[config.mk]
export PLATFORM = sky130hd
export DESIGN_NAME = posted_wbuf
export DESIGN_NICKNAME = d
export VERILOG_FILES = /design/src/rtl/wbuf_pkg.sv /design/src/rtl/wbuf_ctl.sv /design/src/rtl/wbuf_store.sv /design/src/rtl/wbuf_merge.sv /design/src/rtl/posted_wbuf.sv
export SDC_FILE = /design/constraint.sdc
export NUM_CORES = 1
export LEC_CHECK = 0
export ABC_AREA = 0
export BUFFER_PORTS_ARGS = -buffer_cell sky130_fd_sc_hd__buf_2
export CORE_AREA = 2 2 245 247
export DETAILED_ROUTE_END_ITERATION = 10
export DIE_AREA = 0 0 247 249
export SLEW_MARGIN = 25
export SYNTH_ARGS = -nofsm -noshare
export SYNTH_HDL_FRONTEND = slang
export SYNTH_HIERARCHICAL = 1
export SYNTH_SLANG_ARGS = --single-unit
[constraint.sdc]
create_clock -name clk_i -period 4.3 [get_ports clk_i]
set_clock_uncertainty 0.2 [all_clocks]
set_input_delay 0.43 -clock clk_i [delete_from_list [all_inputs] [get_ports clk_i]]
set_output_delay 0.43 -clock clk_i [all_outputs]
set_load 0.05 [all_outputs]
[src/rtl/wbuf_pkg.sv]
package wbuf_pkg;
  parameter int unsigned NUM_BYTES = 16;
  parameter int unsigned BYTE_W    = 9;
  parameter int unsigned BANK_W    = 2;
  parameter int unsigned COL_W     = 7;

  typedef enum logic [1:0] {
    COP_NOP = 2'b00,
    COP_WR  = 2'b01,
    COP_RD  = 2'b10,
    COP_RSV = 2'b11
  } cop_e;
endpackage

[src/rtl/wbuf_ctl.sv]
module wbuf_ctl
  import wbuf_pkg::*;
(
  input  logic       cop_valid_i,
  input  logic [1:0] cop_i,
  input  logic       same_dev_i,
  input  logic       valid_i,
  output logic       retire_o,
  output logic       capture_o,
  output logic       rd_local_o
);
  always_comb begin
    rd_local_o = cop_valid_i && (cop_e'(cop_i) == COP_RD) && same_dev_i;
    capture_o  = cop_valid_i && (cop_e'(cop_i) == COP_WR) && same_dev_i;
    // storage port is busy only during a local read
    retire_o   = valid_i && cop_valid_i && !rd_local_o;
  end
endmodule

[src/rtl/wbuf_store.sv]
module wbuf_store #(
  parameter int unsigned NUM_BYTES = 16,
  parameter int unsigned BYTE_W    = 9,
  parameter int unsigned BANK_W    = 2,
  parameter int unsigned COL_W     = 7,
  localparam int unsigned DATA_W   = NUM_BYTES * BYTE_W
) (
  input  logic                 clk_i,
  input  logic                 rst_ni,
  input  logic                 capture_i,
  input  logic                 retire_i,
  input  logic [BANK_W-1:0]    bank_i,
  input  logic [COL_W-1:0]     col_i,
  input  logic [DATA_W-1:0]    data_i,
  input  logic [NUM_BYTES-1:0] mask_i,
  output logic                 valid_o,
  output logic [BANK_W-1:0]    bank_o,
  output logic [COL_W-1:0]     col_o,
  output logic [DATA_W-1:0]    data_o,
  output logic [NUM_BYTES-1:0] mask_o
);
  always_ff @(posedge clk_i or negedge rst_ni) begin
    if (!rst_ni)        valid_o <= 1'b0;
    else if (capture_i) valid_o <= 1'b1;
    else if (retire_i)  valid_o <= 1'b0;
  end

  always_ff @(posedge clk_i) begin
    if (capture_i) begin
      bank_o <= bank_i;
      col_o  <= col_i;
      data_o <= data_i;
      mask_o <= mask_i;
    end
  end
endmodule

[src/rtl/wbuf_merge.sv]
module wbuf_merge #(
  parameter int unsigned NUM_BYTES = 16,
  parameter int unsigned BYTE_W    = 9,
  localparam int unsigned DATA_W   = NUM_BYTES * BYTE_W
) (
  input  logic [DATA_W-1:0]    base_i,
  input  logic [DATA_W-1:0]    over_i,
  input  logic [NUM_BYTES-1:0] en_i,
  output logic [DATA_W-1:0]    out_o
);
  for (genvar g = 0; g < NUM_BYTES; g++) begin : g_lane
    assign out_o[g*BYTE_W +: BYTE_W] = en_i[g] ? over_i[g*BYTE_W +: BYTE_W]
                                               : base_i[g*BYTE_W +: BYTE_W];
  end
endmodule

[src/rtl/posted_wbuf.sv]
module posted_wbuf #(
  parameter int unsigned NUM_BYTES = wbuf_pkg::NUM_BYTES,
  parameter int unsigned BYTE_W    = wbuf_pkg::BYTE_W,
  parameter int unsigned BANK_W    = wbuf_pkg::BANK_W,
  parameter int unsigned COL_W     = wbuf_pkg::COL_W,
  localparam int unsigned DATA_W   = NUM_BYTES * BYTE_W
) (
  input  logic                 clk_i,
  input  logic                 rst_ni,
  input  logic                 cop_valid_i,
  input  logic [1:0]           cop_i,
  input  logic                 same_dev_i,
  input  logic [BANK_W-1:0]    cmd_bank_i,
  input  logic [COL_W-1:0]     cmd_col_i,
  input  logic [DATA_W-1:0]    wr_data_i,
  input  logic [NUM_BYTES-1:0] wr_mask_i,
  input  logic [DATA_W-1:0]    arr_data_i,
  output logic [DATA_W-1:0]    rd_data_o,
  output logic                 ret_o,
  output logic [BANK_W-1:0]    ret_bank_o,
  output logic [COL_W-1:0]     ret_col_o,
  output logic [DATA_W-1:0]    ret_data_o,
  output logic [NUM_BYTES-1:0] ret_be_o
);
  logic                 valid_q;
  logic                 retire, capture, rd_local, fwd_hit;
  logic [NUM_BYTES-1:0] mask_q, fwd_en;

  wbuf_ctl u_ctl (
    .cop_valid_i (cop_valid_i),
    .cop_i       (cop_i),
    .same_dev_i  (same_dev_i),
    .valid_i     (valid_q),
    .retire_o    (retire),
    .capture_o   (capture),
    .rd_local_o  (rd_local)
  );

  wbuf_store #(
    .NUM_BYTES (NUM_BYTES),
    .BYTE_W    (BYTE_W),
    .BANK_W    (BANK_W),
    .COL_W     (COL_W)
  ) u_store (
    .clk_i     (clk_i),
    .rst_ni    (rst_ni),
    .capture_i (capture),
    .retire_i  (retire),
    .bank_i    (cmd_bank_i),
    .col_i     (cmd_col_i),
    .data_i    (wr_data_i),
    .mask_i    (wr_mask_i),
    .valid_o   (valid_q),
    .bank_o    (ret_bank_o),
    .col_o     (ret_col_o),
    .data_o    (ret_data_o),
    .mask_o    (mask_q)
  );

  assign ret_o    = retire;
  assign ret_be_o = ~mask_q;
  assign fwd_hit  = rd_local && valid_q &&
                    (ret_bank_o == cmd_bank_i) && (ret_col_o == cmd_col_i);
  assign fwd_en   = fwd_hit ? ~mask_q : '0;

  wbuf_merge #(
    .NUM_BYTES (NUM_BYTES),
    .BYTE_W    (BYTE_W)
  ) u_fwd (
    .base_i (arr_data_i),
    .over_i (ret_data_o),
    .en_i   (fwd_en),
    .out_o  (rd_data_o)
  );
endmodule

==> impl_metrics.json <==
{
  "status": "complete, no violations",
  "detailed_place_hpwl_um": 29700,
  "drt_iter0_markers": 282,
  "cp-end-kind": "output pin",
  "r2r_end": "u_store/valid_o",
  "worstSetupStartpoint": "cmd_col_i[1]",
  "r2r_cells": 4,
  "yosysWarnings": 6,
  "reg2reg_from": "u_store/valid_o",
  "clk_pin_slew_worst_paths_ps": 70,
  "syn_area_um2": 7323,
  "maxCapViolations": 0,
  "crit_required_ps": 3670,
  "drv_slew": 0,
  "p_int_uw": 3155,
  "grt_use_total": 0.1163,
  "fillers": 6186,
  "clk_latency_ps": 460,
  "period_share": 0.9681,
  "regToRegSetupSlack_ps": 3160,
  "grt_pass1_vias": 7665,
  "htree_levels": 4,
  "dp.cells": 1796,
  "antenna_found_initial": 14,
  "synthFlopType": "edfxtp_1",
  "cp-endpoint": "rd_data_o[83]",
  "design_area_um2": 13880,
  "hold_class": "in -> async",
  "synth_top_area_share": 0.6930,
  "rsz0062_at_grt": "no",
  "overflow": 0,
  "critPathSlowestCell": "or4_2",
  "drive_gt1_frac": 0.6968,
  "p_total_uw": 4563,
  "ant_nets": 0,
  "die_area_um2": 61500,
  "cts_sinks": 170,
  "cts_tree": "built",
  "worstSetupPathType": "in -> out",
  "cp_common_cell": "buf_4",
  "gp_congestion": 0.9463,
  "core_area_um2": 58690,
  "synth-seq-area-share": 0.6964,
  "syn_area_per_cell_um2": 18.92,
  "io_buffer_count": 632,
  "slowest_delay_ps": 640,
  "fmax_mhz": 240.2,
  "regArea_um2": 5100,
  "synthArstFlopShare": 0.005882,
  "relSlewSlack": 0.5893,
  "placed_cell_area_um2": 11530,
  "vias_per_cell": 3.528,
  "die_w_um": 247,
  "instances_no_fill": 2006,
  "hold_viol_final": 0,
  "setup_tns_ps": 0,
  "cp_top_family": "buffers and inverters",
  "tightestPinTransition_ps": 616.1,
  "powerDensity_nw_per_um2": 328.8,
  "final_common_cell": "buf_2",
  "grt_pass1_wl_um": 50170,
  "finalCriticalPeriod_ps": 4163,
  "clockBufferDepth": 2,
  "cts_buffers": 17,
  "dr.pass1.iters": 4,
  "worst-path-stages": 10,
  "area.growth.synth_to_final_pct": 89.53,
  "timing.final.setup_violations": 0,
  "ios": 633,
  "final_cell_mix": "buf_2 (632), dlygate4sd3_1 (170), edfxtp_1 (169)",
  "drc_errors": 0,
  "routedWlPerCell_um": 18.51,
  "nNetsFinal": 1533,
  "switchingPower_uw": 1408,
  "cp_data_arrival_time_ps": 3530,
  "fp.dieH_um": 249,
  "grt_max_degree": 80,
  "postLayoutSetupSlackWorst_ps": 137.2,
  "clockRootBuffer": "clkbuf_16",
  "post_cts_resize_count": 0,
  "vias": 7078,
  "worst-path-buf-inv": 6,
  "syn-num-nets": 706,
  "start_util": 0.1248,
  "multiInputGateArea_um2": 2018,
  "p_clk_frac": 0.367,
  "peakVddDrop_mv": 0.2887,
  "place_ws_ps": 477.6,
  "seq_power_share": 0.421,
  "critPathLaunchType": "input pin",
  "yosys.area.top_type": "edfxtp_1",
  "yosys.cell_types.count": 20,
  "ys_ff_latch": 170,
  "wl_um": 37130,
  "combPwrFrac": 0.212,
  "syn_inst": 387,
  "worst-path-max-fanout": 11,
  "crit_chain": "dlygate4sd3_1, buf_2, xor2_1, or4_2, buf_4, buf_4, nor4_2, buf_4, mux2_2, buf_2",
  "placementRows": 89,
  "p_sw_frac": 0.3086,
  "synthTopCellsByArea": "edfxtp_1 (69%), mux2_2 (22%), buf_6 (2.6%)",
  "synth_edf_count": 169,
  "p_leak_uw": 0.005861
}
-- power by group through the flow --
stage          clock network (uW)  registers (uW)  logic, uW
6_report                     1680            1920        966
5_1_grt                      1820            1930       1010
4_1_cts                      1780            1920        970
3_5_place_dp                    0            1960        838
3_3_place_gp                    0            1960        831
2_1_floorplan                   0            2100        383
-- cell type report --
| type | instances | area share |
|---|---|---|
| flip-flops and latches | 170 | 0.3674 |
| inverters | 18 | 0.004868 |
| clock buffers | 18 | 0.03092 |
| multi-input cells | 179 | 0.1454 |
| repair buffers | 828 | 0.3673 |
| clock inverters | 14 | 0.01334 |
| well taps | 773 | 0.06968 |
| diodes | 6 | 0.001082 |
-- cell usage after synthesis, types with 2 or more instances --
cell type / count
buf_1: 2
buf_6: 17
edfxtp_1: 169
inv_1: 17
mux2_2: 144
nand2_1: 4
nor4_1: 6
nor4_2: 9
xnor2_1: 6
xor2_1: 3
-- how the worst min path moves through the flow --
stage                      end  slack, ps  cells past startpoint
6_report       u_store/valid_o         80                      2
5_1_grt        u_store/valid_o         30                      2
4_1_cts        u_store/valid_o         10                      2
3_5_place_dp   u_store/valid_o          8                      1
3_3_place_gp   u_store/valid_o          7                      1
2_1_floorplan  u_store/valid_o        -70                      0
-- per-layer routing --
metal  up-vias  GRT usage  wire length (um)
li1       3162          -                 -
met1      3352     0.1227             13740
met2       485     0.1968             17860
met3        73    0.04514              3737
met4         6    0.06523              1756
met5         -          0                36
-- cell families (layout without fill, tap and decap cells) --
| logic type | count (synthesis) | after routing | synth area share |
|---|---|---|---|
| AND/OR/NAND/NOR | 24 | 24 | 0.03041 |
| AO/OA/AOI/OAI | 2 | 2 | 0.001880 |
| XOR/XNOR | 9 | 9 | 0.01076 |
| multiplexers | 144 | 144 | 0.2214 |
| other | 0 | 6 | 0 |
| flip-flops | 170 | 170 | 0.6964 |
| buffers and inverters | 38 | 878 | 0.03912 |
-- worst register-to-register path: stages (launching register included) --
cell,delay (ps)
dfrtp_1,370
nand2_1,60
a31oi_1,180
inv_1,70
a21o_1,150
-- per-stage QoR --
stage	utilization	hold slack [ps]
after floorplan	-	-65.59
after detailed placement	0.1965	7.507
after global routing	0.2365	34.31
after CTS	0.2360	11.77
after global placement	0.1965	6.503
final	0.2365	75.22
-- what timing repair did --
action | CTS | global route
hold buffers | 170 | 0
endpoints found under the hold margin | 170 | 0
endpoints found under the setup margin | 0 | 5
buffers inserted | 0 | 2
-- sequential cells by signal, indices dropped and copies added (netlist names) --
name and cells:
u_store/mask_o 16, u_store/valid_o 1, u_store/col_o 7, u_store/bank_o 2
u_store/data_o 144
No activity file was read; power rests on OpenSTA's default activity.
